`config.mk`:
```
export PLATFORM = sky130hd
export DESIGN_NAME = oneshot_cmp_timer
export DESIGN_NICKNAME = d
export VERILOG_FILES = /design/src/rtl/oneshot_cmp_timer.sv
export SDC_FILE = /design/constraint.sdc
export NUM_CORES = 1
export LEC_CHECK = 0
export BUFFER_PORTS_ARGS = -buffer_cell sky130_fd_sc_hd__buf_2
export CORE_UTILIZATION = 51
export CTS_BUF_LIST = sky130_fd_sc_hd__clkbuf_4 sky130_fd_sc_hd__clkbuf_8
export CTS_CLUSTER_SIZE = 8
export DETAILED_ROUTE_END_ITERATION = 7
export PLACE_DENSITY = 0.81
export SYNTH_ARGS = -nofsm -noshare
export SYNTH_HDL_FRONTEND = slang
export SYNTH_SLANG_ARGS = --single-unit
```
`constraint.sdc`:
```
create_clock -name clk -period 1.9 [get_ports clk]
set_clock_uncertainty 0.2 [all_clocks]
set_input_delay 0.38 -clock clk [delete_from_list [all_inputs] [get_ports clk]]
set_output_delay 0.38 -clock clk [all_outputs]
set_load 0.1 [all_outputs]
```
`src/rtl/oneshot_cmp_timer.sv`:
```
`timescale 1ns/1ps
module oneshot_cmp_timer #(
  parameter int CNT_W = 16
) (
  input  logic             clk,
  input  logic             rst,
  input  logic             trig_i,
  input  logic [2:0]       mode_i,
  input  logic [CNT_W-1:0] cmp_i,
  input  logic [CNT_W-1:0] period_i,
  input  logic             one_pulse_i,
  output logic             ref_o,
  output logic             match_o,
  output logic             running_o
);
  localparam logic [2:0] MD_SET = 3'd1;
  localparam logic [2:0] MD_CLR = 3'd2;
  localparam logic [2:0] MD_TOG = 3'd3;
  localparam logic [2:0] MD_LO  = 3'd4;
  localparam logic [2:0] MD_HI  = 3'd5;

  logic [CNT_W-1:0] cnt;
  logic             run, ref_q, hit_q;

  wire at_cmp = run && (cnt == cmp_i);
  wire at_end = run && (cnt == period_i);

  always_ff @(posedge clk) begin
    if (rst) begin
      cnt <= '0;
      run <= 1'b0;
    end else if (!run) begin
      cnt <= '0;
      if (trig_i) run <= 1'b1;
    end else if (at_end) begin
      cnt <= '0;
      if (one_pulse_i) run <= 1'b0;
    end else begin
      cnt <= cnt + 1'b1;
    end
  end

  always_ff @(posedge clk) begin
    if (rst) begin
      ref_q <= 1'b0;
      hit_q <= 1'b0;
    end else begin
      hit_q <= at_cmp;
      case (mode_i)
        MD_LO:   ref_q <= 1'b0;
        MD_HI:   ref_q <= 1'b1;
        MD_SET:  if (at_cmp) ref_q <= 1'b1;
        MD_CLR:  if (at_cmp) ref_q <= 1'b0;
        MD_TOG:  if (at_cmp) ref_q <= ~ref_q;
        default: ref_q <= ref_q;
      endcase
    end
  end

  assign ref_o     = ref_q;
  assign match_o   = hit_q;
  assign running_o = run;
endmodule


```
# Yosys cells after proc, flatten, opt, wreduce, memory -nomap -nowiden
# Cells that the tools add are included.
[word_totals] output_inout_bits=3 elab_cells=30 ff_bits=19 in_bits=39
[classes] n_eq_ne=10 addsub=1 n_bitwise=2 reduce_logical=5 mux=8
[op_table] op="$eq 16x16->1" count=2
[op_table] op="$add 16x1->16 const B" count=1
[op_table] op="$mux 1" count=7
[op_table] op="$eq 3x2->1 const B" count=2
[op_table] op="$eq 3x3->1 const B" count=2
[op_table] op="$ne 2x2->1 const B" count=3
[op_table] op="$pmux 1 s5" count=1
[op_table] op="$reduce_bool 5->1" count=1
[op_table] op="$reduce_and 4->1" count=1
[op_table] op="$eq 3x1->1 const B" count=1
[op_table] op="$reduce_or 3->1" count=1
[op_table] op="$logic_and 1x1->1" count=2
[op_table] op="$not 1->1" count=2

# Logic depth before layout (Yosys ltp)
[logic_depth] word_depth=4 ltp_mapped=7 ltp_nobuf=5

# Worst setup path before layout
# No wires, ideal clock.
[synth_timing] path_type="reg2reg" from="register run (netlist: running_o)" to="register cnt[2]" setup_ns=0.115 setup_slack_ns=-0.085 arrival_time_ns=1.671 t_required_ns=1.585 n_path_buf=1 path_stages_with_launch=5 period_less_slack_ns=1.985 cell_sequence="dfxtp_1 nand2_1 o21ai_4 buf_6 nor2_1"
[synth_via] elab_chain_cells=2 elab_cells_between_ends=3 cone_classes="bitwise: 1; reduce/logical: 2"
[synth_rtl] item="start: declaration" line="23" source="logic run, ref_q, hit_q;"
[synth_rtl] item="start signal: assignment" line="31" source="run <= 1'b0;"
[synth_rtl] item="start signal: assignment" line="34" source="if (trig_i) run <= 1'b1;"
[synth_rtl] item="start signal: assignment" line="37" source="if (one_pulse_i) run <= 1'b0;"
[synth_rtl] item="$logic_and 1x1->1 / $not 1->1 (equally long branches)"
[synth_rtl] item="$reduce_or 3->1 (no source line) (*)"
[synth_rtl] item="end signal: assignment" line="39" source="cnt <= cnt + 1'b1;"
[synth_rtl] item="end: declaration" line="22" source="logic [CNT_W-1:0] cnt;"
# Mark *: on every way between the ends. The rest lies on a longest branch, timed or not.
# A chain may end at the register's enable or synchronous reset.

# Worst setup path after layout
[layout_timing] from="register cnt[9]" to="register cnt[2]"
[layout_via] elab_chain_cells=3
[layout_rtl] item="$eq 16x16->1" line="26" source="wire at_end = run && (cnt == period_i);"
[layout_rtl] item="$logic_and 1x1->1" line="26"
[layout_rtl] item="$reduce_or 3->1 (no source line)"
# No other way between the ends.

==> results.py <==
metrics = {
    "setup_path": {
        "cp.required_ns": 1.92,
        "crit_path_end_kind": "flip-flop",
        "cp_num_buf_inv": 1,
        "worst-path-stages": 6,
        "cp_max_fo": 4,
        "critPathArrivalTime_ns": 1.82,
        "cp_cell_sequence": "xor2_1 > nor4_1 > nand4_1 > o21ai_4 > buf_4 > nor2_1",
        "start_kind": "flip-flop",
        "crit_family": "simple AND/OR/NAND/NOR gates",
        "path_class": "flip-flop to flip-flop",
        "r2r_end": "cnt[2]",
        "reg2reg_slack_ns": 0.10,
        "slowest_delay_ns": 0.35,
        "regToRegStartpoint": "cnt[9]",
        "crit_slowest_cell": "dfxtp_1",
        "worstRegToRegCells": 6,
    },
    "clocking": {
        "clkLatencyLatePin_ns": 0.31,
        "clockRootBuffer": "clkbuf_4",
        "ctsHoldBuffers": 0,
        "cts.sinks": 19,
        "h-tree-depth": 1,
        "cts_tree": "done",
        "path_clk_slew_ns": 0.11,
        "numCtsBuffers": 3,
        "clk_path_buf_depth": 2,
    },
    "power_and_ir_drop": {
        "pwr-share-clk_pct": 28.7,
        "power.internal_mw": 0.5459,
        "power_per_cell_area_nw_per_um2": 490.5,
        "sw_frac_of_total_pct": 27.75,
        "sequentialPowerShare_pct": 53.9,
        "p_leak_nw": 0.6923,
        "combinationalPowerShare_pct": 17.4,
        "worst_ir_drop_vdd_v": 0.0004177,
        "power_switching_mw": 0.2096,
        "fin_total_pwr_mw": 0.7555,
    },
    "drt": {
        "detailedRoute.firstPassIterationCount": 4,
        "avgViaCountPerCell": 4.919,
        "drt-initial-drc-count": 6,
        "num_vias": 1097,
        "wl_per_cell_um": 12.63,
        "ant_nets": 0,
        "post-route-drc-count": 0,
        "wirelength_mm": 2.817,
    },
    "final_layout": {
        "diodes": 0,
        "nets": 236,
        "fin_cells": 223,
        "drive_gt1_share_pct": 34.87,
        "syn_to_final_growth_pct": 28.50,
        "fillers": 199,
    },
    "sta": {
        "tns_ns": 0,
        "hold_slack_ns": 0.03298,
        "slew_headroom_pct": 68.06,
        "setup_violations": 0,
        "fin_crit_sh_pct": 94.66,
        "tightest_slew_ns": 0.4824,
        "grt_setup_unrepaired": "false",
        "slew_violations": 0,
        "max_freq_ghz": 0.5560,
        "finalCriticalPeriod_ns": 1.798,
        "hold_viol_final": 0,
    },
    "hold_path": {
        "min_to": "running_o",
        "min_path_type": "input port to flip-flop",
        "hold_path.startpoint": "one_pulse_i",
        "hold_depth": 2,
    },
    "grt": {
        "track_usage_pct": 24.35,
        "grt_pass1_vias": 1042,
        "grt_pass1_wl_mm": 4.498,
        "antenna_found_initial": 0,
        "grt_remaining_overflow": 0,
        "grt_max_degree": 13,
    },
    "logic_synthesis": {
        "postSynthCellCount": 142,
        "synthMuxAreaShare_pct": 0,
        "syn_area_um2": 1199,
        "yosys-top-cells-area": "dfxtp_1 (32%), xor2_1 (20%), xnor2_1 (13%)",
        "synth_compound_area_share_pct": 4.280,
        "synth_edf_count": 0,
        "synth_top_family_by_area": "XOR/XNOR gates",
        "synth_top_cell_by_area": "dfxtp_1",
        "synth-simple-area-share_pct": 23.17,
        "synth.most_common_cell": "xor2_1",
        "ys_warn_count": 0,
        "avgSynthCellArea_um2": 8.441,
        "synth_seq_cells": 19,
        "ys_types": 24,
        "synth-xor-area-share_pct": 33.61,
        "synth_top_cell_area_share_pct": 31.73,
        "synth_nets": 182,
        "synth_seq_area_share_pct": 31.73,
        "synth_flop_cell": "dfxtp_1",
        "synth_common_cells": "xor2_1 (28), nor2_1 (23), dfxtp_1 (19)",
        "ys_async_sr_fraction_pct": 0,
        "synthAdderAreaFrac_pct": 1.044,
    },
    "die": {
        "rows": 17,
        "initial_core_util_pct": 54.19,
        "dieArea_um2": 2548,
        "io-pin-count": 42,
        "core-area_um2": 2212,
        "dieHeight_um": 50.48,
        "die_x_um": 50.48,
    },
    "outcome": {
        "outcome": "complete, no violations",
    },
    "place": {
        "place_congestion": 0.8437,
        "port_buffers": 41,
        "place_inst": 218,
        "place_hpwl_mm": 2.333,
    },
    "run": {
        "drv_cap": 0,
    },
}
## metrics by stage
step / worst slack [ns] / utilization [%] / cell area [µm²]
floorplan: 0.1778 / - / 1201
global placement: -0.03693 / 67.99 / 1504
detailed placement: -0.03775 / 67.99 / 1504
CTS: 0.08179 / 69.23 / 1531
global route: 0.01869 / 69.63 / 1540
finish: 0.1015 / 69.63 / 1540
## worst max-delay path by stage
stage | startpoint | endpoint
final | cnt[9] | cnt[2]
after detailed placement | period_i[9] | cnt[10]
after floorplan | cnt[10] | cnt[2]
after CTS | cnt[9] | cnt[2]
after global placement | period_i[13] | cnt[10]
after global routing | cnt[9] | cnt[2]
## layout make-up
class	count	area, µm²	area share (%)
clock buffers	3	22.52	1.462
clock inverters	1	5.005	0.3249
inverters	3	11.26	0.7311
multi-input cells	112	744.5	48.33
flip-flops and latches	19	384.1	24.94
well taps	28	35.03	2.275
repair buffers	57	337.8	21.93
## kinds of logic (layout without fill, tap and decap cells)
| family | after synthesis | in the layout |
|---|---|---|
| flops | 19 | 19 |
| simple gates | 59 | 59 |
| fa+ha+maj | 1 | 1 |
| compound gates | 6 | 6 |
| xor+xnor | 46 | 46 |
| buf+inv | 11 | 64 |
## repair_timing
item,CTS,global route
resized for setup,0,1
buffers inserted,0,1
endpoints found under the setup margin,0,16
## metal layers
metal	global-route usage, %	vias to the layer above	routed length (µm)
met5	0	-	0
met4	12.50	0	92
met3	4.848	9	127
met2	41.56	37	1364
met1	28.60	480	1233
li1	-	571	-
## power by group through the flow
stage | logic (mW) | clock network (mW) | registers [mW]
finish | 0.132 | 0.217 | 0.407
floorplan | 0.0485 | 0 | 0.435
global placement | 0.128 | 0 | 0.415
detailed placement | 0.132 | 0 | 0.416
CTS | 0.133 | 0.221 | 0.407
global route | 0.144 | 0.243 | 0.408
## layout by cell type (no fill, tap or decap), drive strengths merged
cell type,Yosys,routed
buf,6,57
inv,3,3
o21ai,1,1
nand3,9,9
nand2b,1,1
a31o,2,2
a21oi,2,2
nor2b,1,1
clkinv,0,1
nor2,23,23
dfxtp,19,19
and3,3,3
ha,1,1
nand4,6,6
clkbuf,2,3
nor3,5,5
nand2,7,7
nor4,4,4
a211oi,1,1
xnor2,18,18
xor2,28,28
## flip-flops by register name, indices dropped and copies added, names as in the netlist
register and flops:
cnt 16, match_o 1, ref_o 1, running_o 1
Note: power is estimated with default switching activity, not from simulation.
